--- config.mk ---
export PLATFORM = sky130hd
export DESIGN_NAME = ccflag_timer
export DESIGN_NICKNAME = d
export VERILOG_FILES = /design/src/rtl/ccflag_pkg.sv /design/src/rtl/ccflag_counter.sv /design/src/rtl/ccflag_capsync.sv /design/src/rtl/ccflag_flagreg.sv /design/src/rtl/ccflag_timer.sv
export SDC_FILE = /design/constraint.sdc
export NUM_CORES = 1
export LEC_CHECK = 0
export BUFFER_PORTS_ARGS = -buffer_cell sky130_fd_sc_hd__buf_4
export CAP_MARGIN = 20
export CORE_ASPECT_RATIO = 1.2
export CORE_UTILIZATION = 25
export CTS_CLUSTER_SIZE = 25
export DETAILED_ROUTE_END_ITERATION = 7
export SLEW_MARGIN = 20
export SYNTH_ARGS = -nofsm -noshare
export SYNTH_HDL_FRONTEND = slang
export SYNTH_SLANG_ARGS = --single-unit
--- constraint.sdc ---
create_clock -name clk -period 2.6 [get_ports clk]
set_clock_uncertainty 0.05 [all_clocks]
set_input_delay 0.26 -clock clk [delete_from_list [all_inputs] [get_ports clk]]
set_output_delay 0.26 -clock clk [all_outputs]
set_load 0.01 [all_outputs]
--- src/rtl/ccflag_pkg.sv ---
package ccflag_pkg;
  localparam int unsigned GR_N    = 4;
  localparam int unsigned FLG_N   = GR_N + 1;
  localparam int unsigned WRAP_IX = GR_N;
  localparam int unsigned ADDR_W  = 3;

  localparam logic [ADDR_W-1:0] A_STAT    = 3'd0;
  localparam logic [ADDR_W-1:0] A_CNT     = 3'd1;
  localparam logic [ADDR_W-1:0] A_GR_BASE = 3'd2;

  // Status image: two high reserved ones, one reserved zero, then the flags.
  function automatic logic [7:0] stat_image(input logic [FLG_N-1:0] f);
    return {2'b11, 1'b0, f};
  endfunction

  // Next flag state: clearing first, then setting, so a set always survives.
  function automatic logic [FLG_N-1:0] flag_next(input logic [FLG_N-1:0] cur,
                                                 input logic [FLG_N-1:0] set,
                                                 input logic [FLG_N-1:0] clr);
    return (cur & ~clr) | set;
  endfunction
endpackage

--- src/rtl/ccflag_counter.sv ---
module ccflag_counter #(
  parameter int unsigned CNT_W = 16
) (
  input  logic             clk,
  input  logic             rst_n,
  input  logic             tick,
  input  logic             load,
  input  logic [CNT_W-1:0] load_val,
  output logic [CNT_W-1:0] cnt_o,
  output logic [CNT_W-1:0] cnt_inc_o,
  output logic             step_o,
  output logic             wrap_o
);
  logic [CNT_W-1:0] cnt_q;

  assign step_o    = tick & ~load;
  assign cnt_inc_o = cnt_q + CNT_W'(1);
  assign wrap_o    = step_o & (&cnt_q);
  assign cnt_o     = cnt_q;

  always_ff @(posedge clk or negedge rst_n) begin
    if (!rst_n)       cnt_q <= '0;
    else if (load)    cnt_q <= load_val;
    else if (step_o)  cnt_q <= cnt_inc_o;
  end
endmodule

--- src/rtl/ccflag_capsync.sv ---
module ccflag_capsync #(
  parameter int unsigned SYNC_STAGES = 2
) (
  input  logic clk,
  input  logic rst_n,
  input  logic pin_i,
  output logic rise_o
);
  localparam int unsigned SH_W = SYNC_STAGES + 1;
  logic [SH_W-1:0] sh_q;

  always_ff @(posedge clk or negedge rst_n) begin
    if (!rst_n) sh_q <= '0;
    else        sh_q <= {sh_q[SH_W-2:0], pin_i};
  end

  assign rise_o = sh_q[SYNC_STAGES-1] & ~sh_q[SYNC_STAGES];
endmodule

--- src/rtl/ccflag_flagreg.sv ---
module ccflag_flagreg
  import ccflag_pkg::*;
(
  input  logic             clk,
  input  logic             rst_n,
  input  logic [FLG_N-1:0] set_i,
  input  logic [GR_N-1:0]  ack_i,
  input  logic             ack_keep_i,
  input  logic             rd_stat_i,
  input  logic             wr_stat_i,
  input  logic [FLG_N-1:0] wbits_i,
  output logic [FLG_N-1:0] flag_o,
  output logic [FLG_N-1:0] arm_o,
  output logic [FLG_N-1:0] sw_clr_o,
  output logic [GR_N-1:0]  ack_clr_o
);
  logic [FLG_N-1:0] flag_q, arm_q, clr_all;

  assign sw_clr_o  = {FLG_N{wr_stat_i}} & arm_q & ~wbits_i;
  assign ack_clr_o = ack_i & {GR_N{~ack_keep_i}};
  assign clr_all   = sw_clr_o | {1'b0, ack_clr_o};

  always_ff @(posedge clk or negedge rst_n) begin
    if (!rst_n) begin
      flag_q <= '0;
      arm_q  <= '0;
    end else begin
      flag_q <= flag_next(flag_q, set_i, clr_all);
      if (wr_stat_i)      arm_q <= '0;
      else if (rd_stat_i) arm_q <= arm_q | flag_q;
    end
  end

  assign flag_o = flag_q;
  assign arm_o  = arm_q;
endmodule

--- src/rtl/ccflag_timer.sv ---
module ccflag_timer
  import ccflag_pkg::*;
#(
  parameter int unsigned CNT_W       = 16,
  parameter int unsigned SYNC_STAGES = 2
) (
  input  logic              clk,
  input  logic              rst_n,
  input  logic              cnt_en,
  input  logic [GR_N-1:0]   gr_mode,
  input  logic [GR_N-1:0]   cap_pin,
  input  logic [ADDR_W-1:0] bus_addr,
  input  logic              bus_wr,
  input  logic              bus_rd,
  input  logic [CNT_W-1:0]  bus_wdata,
  output logic [CNT_W-1:0]  bus_rdata,
  input  logic [GR_N-1:0]   xfer_ack,
  input  logic              xfer_keep,
  input  logic [FLG_N-1:0]  irq_en,
  output logic [FLG_N-1:0]  irq
);
  logic [CNT_W-1:0]            cnt_q, cnt_inc;
  logic                        step, ovf_evt;
  logic [GR_N-1:0][CNT_W-1:0]  gr_q;
  logic [GR_N-1:0]             rise, cmp_evt, cap_evt;
  logic [FLG_N-1:0]            set_vec, flag_q, arm_q, sw_clr;
  logic [GR_N-1:0]             ack_clr;
  logic                        wr_cnt, wr_stat, rd_stat;

  assign wr_cnt  = bus_wr & (bus_addr == A_CNT);
  assign wr_stat = bus_wr & (bus_addr == A_STAT);
  assign rd_stat = bus_rd & (bus_addr == A_STAT);

  ccflag_counter #(.CNT_W(CNT_W)) u_cnt (
    .clk(clk), .rst_n(rst_n), .tick(cnt_en), .load(wr_cnt),
    .load_val(bus_wdata), .cnt_o(cnt_q), .cnt_inc_o(cnt_inc),
    .step_o(step), .wrap_o(ovf_evt)
  );

  for (genvar i = 0; i < GR_N; i++) begin : g_gr
    logic wr_gr;
    assign wr_gr = bus_wr & (bus_addr == A_GR_BASE + ADDR_W'(i));

    ccflag_capsync #(.SYNC_STAGES(SYNC_STAGES)) u_sync (
      .clk(clk), .rst_n(rst_n), .pin_i(cap_pin[i]), .rise_o(rise[i])
    );

    assign cap_evt[i] = rise[i] & gr_mode[i];
    assign cmp_evt[i] = step & ~gr_mode[i] & (cnt_inc == gr_q[i]);

    always_ff @(posedge clk or negedge rst_n) begin
      if (!rst_n)          gr_q[i] <= '0;
      else if (cap_evt[i]) gr_q[i] <= cnt_q;
      else if (wr_gr)      gr_q[i] <= bus_wdata;
    end
  end

  assign set_vec = {ovf_evt, cmp_evt | cap_evt};

  ccflag_flagreg u_flags (
    .clk(clk), .rst_n(rst_n), .set_i(set_vec), .ack_i(xfer_ack),
    .ack_keep_i(xfer_keep), .rd_stat_i(rd_stat), .wr_stat_i(wr_stat),
    .wbits_i(bus_wdata[FLG_N-1:0]), .flag_o(flag_q), .arm_o(arm_q),
    .sw_clr_o(sw_clr), .ack_clr_o(ack_clr)
  );

  always_comb begin
    bus_rdata = '0;
    if (bus_addr == A_STAT) bus_rdata = CNT_W'(stat_image(flag_q));
    if (bus_addr == A_CNT)  bus_rdata = cnt_q;
    for (int i = 0; i < GR_N; i++)
      if (bus_addr == A_GR_BASE + ADDR_W'(i)) bus_rdata = gr_q[i];
  end

  assign irq = flag_q & irq_en;
endmodule

==> impl_metrics.json, run 1 <==
{
  "status": "completed",
  "power_leakage_nw": 3.68,
  "hold_path_depth": 3,
  "rsz0062_at_grt": "yes",
  "p_seq_frac": 0.336,
  "crit_chain": "ha_1, nand3_2, o311ai_0, a2111oi_4, buf_4, o2111ai_1, or4_1, o31ai_1",
  "seq_area_sq_um": 2550,
  "crit_path_end_kind": "flip-flop",
  "fin_cells": 1257,
  "critPathSlowestCell": "or4_1",
  "wl_mm": 25.5,
  "ys_warn_count": 0,
  "syn_area_sq_um": 6870,
  "grt_usage": 0.184,
  "met1Wirelength_mm": 11.0,
  "wl_met3_mm": 1.34,
  "async_flop_share": 1.00,
  "final_hold_viol_count": 0,
  "grt_pass1_vias": 6240,
  "pwr-share-clk": 0.220,
  "post-route-min-period_ns": 2.48,
  "critPathMaxFanout": 4,
  "h-tree-depth": 3,
  "n_fill_cell": 2827,
  "syn-num-nets": 863,
  "syn2layout_area_growth_pct": 24.6,
  "tightest_slew_ns": 0.732,
  "comb_power_share": 0.444,
  "hp-class": "input port to flip-flop",
  "dp.cells": 1236,
  "antenna_found_initial": 0,
  "path_buf_inv": 1,
  "initial_core_util": 0.254,
  "reg2reg_slack_ns": 0.12,
  "cts_inserted_buffers": 9,
  "route.detailed.drc": 0,
  "p_switching_w": 0.00283,
  "n_antenna_cell": 0,
  "cts_buffer_depth": 2,
  "clkTransAtPathRegs_ns": 0.08,
  "wire_per_inst_um": 20.3,
  "nets": 955,
  "syn_avg_cell_area_sq_um": 8.38,
  "route.vias.total": 6514,
  "postCtsSetupBuffers": 0,
  "first_pass_iters": 6,
  "critPathLaunchType": "flip-flop",
  "drt_iter0_markers": 560,
  "numPortBuffers": 62,
  "rows": 66,
  "dp_hpwl_mm": 19.3,
  "p_int_w": 0.00416,
  "boundaryPins": 63,
  "die_area_sq_um": 28100,
  "fmax_ghz": 0.404,
  "clk_latency_ns": 0.37,
  "cts.sinks": 102,
  "setup_viol": 0,
  "top_layer_used": "met4",
  "dominantRegCellSynth": "dfrtp_1",
  "grt_max_degree": 49,
  "synth_cells": 820,
  "layout-drive-gt1-share": 0.191,
  "crit_arrival_ns": 2.70,
  "switching_share": 0.405,
  "finalPower_w": 0.00699,
  "cts_tree": "done",
  "crit_required_ns": 2.83,
  "overflow": 0,
  "grt_pass1_wl_mm": 38.8,
  "synth_cell_type_count": 65,
  "post-route-util": 0.316,
  "drv_cap": 0,
  "max_stage_delay_ns": 0.54,
  "relSlewSlack": 0.506,
  "yosysSeqAreaShare": 0.372,
  "path_delay_family": "compound AO/OA/AOI/OAI gates",
  "multiInputGateArea_sq_um": 4090,
  "gp_congestion": 0.935,
  "min_to": "u_cnt.cnt_o[14]",
  "die_y_um": 184,
  "hold_start": "bus_wdata[14]",
  "yosysTopAreaCellShare": 0.372,
  "ys_seq_elements": 102,
  "synthTopCellsByArea": "dfrtp_1, mux2i_1, nand2_1",
  "yosysMostFrequentCell": "nand2_1",
  "clockRootBuffer": "clkbuf_16",
  "regToRegEndpoint": "u_flags.flag_o[2]",
  "fp.dieW_um": 153,
  "synth_edf_count": 0,
  "dr_wl_met2_mm": 12.4,
  "slew_viol_final": 0,
  "viasPerCell": 5.18,
  "core_sq_um": 27100,
  "ant_nets": 0,
  "synthTopCellsByCount": "nand2_1, dfrtp_1, nor2_1, o21ai_0, mux2i_1",
  "vdd_drop_max_uv": 368,
  "rr_startpoint": "u_cnt.cnt_o[0]",
  "r2r_cells": 8,
  "worstSetupPathType": "flip-flop to flip-flop",
  "post-route-period-util": 0.952,
  "synth_top_area_cell": "dfrtp_1",
  "p_per_area_nw_per_um2": 817
}
## cell type report
| cell class | instances | share of cell area |
|---|---|---|
| clock buffers | 10 | 0.0279 |
| clock inverters | 6 | 0.0110 |
| inverters | 12 | 0.00526 |
| multi-input cells | 643 | 0.477 |
| flip-flops and latches | 102 | 0.298 |
| well taps | 340 | 0.0497 |
| repair buffers | 144 | 0.131 |
## power by group through the flow
stage	clock (W)	combinational, W	sequential, W
6_report	0.00154	0.00310	0.00235
2_1_floorplan	0	0.00197	0.00218
5_1_grt	0.00162	0.00336	0.00239
4_1_cts	0.00156	0.00303	0.00234
3_5_place_dp	0	0.00300	0.00237
3_3_place_gp	0	0.00299	0.00236
## registers in the layout, indices dropped and copies added, names as in the netlist
| signal | count |
|---|---|
| u_flags.flag_o | 5 |
| u_cnt.cnt_o | 16 |
| u_flags.arm_o | 5 |
| gr_q | 64 |
| g_gr.u_sync.sh_q | 12 |
## what timing repair did
item	in CTS	in global routing
gates resized for setup	1	8
endpoints found under the setup margin	1	3
pin swaps	0	3
hold buffers	5	0
endpoints found under the hold margin	50	0
## how the worst max path moves through the flow
stage / from / endpoint / cells past startpoint
2_1_floorplan: u_cnt.cnt_o[0] / u_flags.flag_o[1] / 8
3_3_place_gp: u_cnt.cnt_o[0] / u_flags.flag_o[1] / 8
3_5_place_dp: u_cnt.cnt_o[0] / u_flags.flag_o[1] / 8
4_1_cts: u_cnt.cnt_o[0] / u_flags.flag_o[2] / 8
5_1_grt: u_cnt.cnt_o[0] / u_flags.flag_o[3] / 7
6_report: u_cnt.cnt_o[0] / u_flags.flag_o[2] / 8
## kinds of logic (layout without fill, tap and decap cells)
group	Yosys count	in the layout	share of synthesized area
AO/OA/AOI/OAI	192	192	0.174
multiplexers	58	58	0.0865
adder cells (fa/ha/maj)	1	1	0.00182
buffers and inverters	75	172	0.0430
XOR/XNOR	83	83	0.110
AND/OR/NAND/NOR	309	309	0.213
flip-flops	102	102	0.372
## layer usage
metal,global-route usage,vias up
met5,0,-
met4,0.0747,0
met3,0.0297,46
met2,0.314,217
met1,0.230,3174
li1,-,3077
## worst min-delay path: cells and delay by family
kind / cells / cell delay (ns)
compound gates: 1 / 0.06
buf+inv: 1 / 0.11
simple gates: 1 / 0.04
## placed cells by master, fill, tap and decap left out, types with 10 or more instances in the layout
cell type / count
nand2_1: 146
buf_4: 137
dfrtp_1: 102
nor2_1: 68
o21ai_0: 58
mux2i_1: 56
xnor2_1: 46
a31oi_1: 42
xor2_1: 35
a21oi_1: 33
nand2b_1: 15
nand3_1: 11
inv_1: 10
nand3b_1: 10
## through the flow
stage               cell area (sq um)  setup slack (ns)  TNS (ns)  hold slack (ns)
floorplan                        6870             0.112         0          -0.0856
global placement                 8130           0.00635         0            0.284
detailed placement               8130            0.0217         0            0.286
CTS                              8510            0.0109         0           0.0887
global route                     8560          -0.00104  -0.00104            0.116
finish                           8560             0.124         0           0.0959
No activity file was read; power rests on OpenSTA's default activity.
==> run 2, diff against run 1 <==
--- a/config.mk
+++ b/config.mk
@@ -10,4 +10,5 @@
 export CORE_ASPECT_RATIO = 1.2
 export CORE_UTILIZATION = 25
+export CTS_BUF_LIST = sky130_fd_sc_hd__clkbuf_2 sky130_fd_sc_hd__clkbuf_4 sky130_fd_sc_hd__clkbuf_8
 export CTS_CLUSTER_SIZE = 25
 export DETAILED_ROUTE_END_ITERATION = 7
--- a/constraint.sdc
+++ b/constraint.sdc
@@ -3,3 +3,3 @@
 set_input_delay 0.26 -clock clk [delete_from_list [all_inputs] [get_ports clk]]
 set_output_delay 0.26 -clock clk [all_outputs]
-set_load 0.01 [all_outputs]
+set_load 0.05 [all_outputs]
==> impl_metrics.json, run 2 (synthesis results as in run 1) <==
{
  "antenna_found_initial": 1,
  "clk_latency_ns": 0.39,
  "critPathMaxFanout": 8,
  "route.vias.total": 6556,
  "setup_slack_ns": 0.0363,
  "fmax_ghz": 0.390,
  "vdd_drop_max_uv": 302,
  "final_common_cell": "nand2_1",
  "layout-drive-gt1-share": 0.184,
  "grt_max_degree": 103,
  "hold_start": "bus_wdata[14]",
  "first_pass_iters": 5,
  "core_sq_um": 27100,
  "post-route-min-period_ns": 2.56,
  "cts_buffer_depth": 2,
  "boundaryPins": 63,
  "cts_inserted_buffers": 9,
  "tightest_slew_ns": 0.762,
  "h-tree-depth": 3,
  "setup_viol": 0,
  "route.detailed.drc": 0,
  "switching_share": 0.439,
  "nets": 949,
  "p_seq_frac": 0.349,
  "p_int_w": 0.00375,
  "viasPerCell": 5.24,
  "final_hold_viol_count": 0,
  "status": "completed",
  "fin_area_sq_um": 8420,
  "dpl_worst_slack_ns": -0.0657,
  "startpoint": "u_cnt.cnt_o[4]",
  "worstSetupPathType": "flip-flop to flip-flop",
  "largest_reg_flops": 64,
  "grt_pass1_wl_mm": 39.2,
  "fp.dieW_um": 153,
  "postCtsSetupBuffers": 0,
  "clkTransAtPathRegs_ns": 0.11,
  "rows": 66,
  "relSlewSlack": 0.492,
  "critPathLaunchType": "flip-flop",
  "dr_wl_met2_mm": 12.2,
  "drt_iter0_markers": 507,
  "max_stage_delay_ns": 0.43,
  "n_antenna_cell": 0,
  "p_switching_w": 0.00293,
  "initial_core_util": 0.254,
  "n_fill_cell": 2857,
  "rr_startpoint": "u_cnt.cnt_o[4]",
  "cts_tree": "done",
  "overflow": 0,
  "dpl-instance-area_sq_um": 8130,
  "cp_common_cell": "buf_4",
  "crit_required_ns": 2.89,
  "die_area_sq_um": 28100,
  "rsz0062_at_grt": "yes",
  "dp_hpwl_mm": 18.8,
  "met1Wirelength_mm": 10.8,
  "post-route-period-util": 0.986,
  "top_layer_used": "met4",
  "slew_viol_final": 0,
  "numPortBuffers": 62,
  "top_register": "gr_q",
  "wl_mm": 25.7,
  "crit_arrival_ns": 2.85,
  "seq_area_sq_um": 2550,
  "wire_per_inst_um": 20.6,
  "holdWs_ns": 0.0592,
  "pwr-share-clk": 0.166,
  "drv_cap": 0,
  "cts.sinks": 102,
  "power_leakage_nw": 3.61,
  "crit_path_end_kind": "flip-flop",
  "die_y_um": 184,
  "crit_chain": "buf_4, nand4_1, nor4_1, xnor2_1, a221o_1, nor4_2, buf_4, a31o_1",
  "gp_congestion": 0.933,
  "grt_pass1_vias": 6386,
  "p_per_area_nw_per_um2": 794,
  "ant_nets": 0,
  "syn2layout_area_growth_pct": 22.6,
  "wl_met3_mm": 1.97,
  "grt_usage": 0.186,
  "clockRootBuffer": "clkbuf_8",
  "multiInputGateArea_sq_um": 4070,
  "comb_power_share": 0.485,
  "hp-class": "input port to flip-flop",
  "critPathSlowestCell": "dfrtp_1",
  "final_cell_mix": "nand2_1, buf_4, dfrtp_1"
}
[run 2: cell count changes in the layout (fill, tap and decap cells not counted), sizes merged]
cell,before,now
inv,11,12
clkinv,2,3
buf,139,133
bufinv,2,1
clkinvlp,3,2
[run 2: area by class of cell]
class                   count  share of cell area
well taps                 340              0.0505
multi-input cells         643               0.483
flip-flops and latches    102               0.303
clock inverters             6             0.00802
clock buffers              10              0.0163
inverters                  12             0.00535
repair buffers            138               0.133
[run 2: worst max-delay path: cells and delay by family (launching register included)]
kind	cells	cell delay [ns]
AND/OR/NAND/NOR	3	0.93
AO/OA/AOI/OAI	2	0.54
flip-flops	1	0.43
buffers and inverters	2	0.35
XOR/XNOR	1	0.21
[run 2: power groups by stage]
stage | logic [W] | registers, W | clock network, W
6_report | 0.00325 | 0.00233 | 0.00111
5_1_grt | 0.00351 | 0.00238 | 0.00120
3_3_place_gp | 0.00316 | 0.00234 | 0
4_1_cts | 0.00321 | 0.00232 | 0.00113
3_5_place_dp | 0.00317 | 0.00235 | 0
2_1_floorplan | 0.00213 | 0.00218 | 0
[run 2: worst paths after layout]
path,to,slack [ns],cells after the start
max in group asynchronous,u_cnt.cnt_o[4],1.61,3
min in group asynchronous,gr_q[23],0.42,3
hold / removal,u_cnt.cnt_o[14],0.06,3
hold reg to reg,g_gr[1].u_sync.sh_q[1],0.31,0
setup reg to reg,u_flags.flag_o[0],0.04,8
setup / recovery,u_flags.flag_o[0],0.04,8
[run 2: per-layer routing]
layer  track usage  up-vias
met4        0.0711        0
met2         0.306      292
li1              -     3061
met5             0        -
met3        0.0391       56
met1         0.238     3147
[run 2: what timing repair did]
action	4_1_cts	5_1_grt
endpoints found under the hold margin	106	0
cloned	0	0
setup endpoints to repair	2	4
hold buffers	5	0
resized for setup	3	4
pin swaps	0	1
[run 2: metrics by stage]
| stage | util | setup TNS, ns | std cells | power (W) |
|---|---|---|---|---|
| finish | 0.311 | 0 | 1251 | 0.00669 |
| floorplan | - | -0.0332 | 820 | 0.00431 |
| CTS | 0.310 | 0 | 1251 | 0.00666 |
| detailed placement | 0.300 | -0.0863 | 1230 | 0.00552 |
| global placement | 0.300 | -0.0202 | 1230 | 0.00550 |
| global route | 0.311 | -0.0675 | 1251 | 0.00709 |
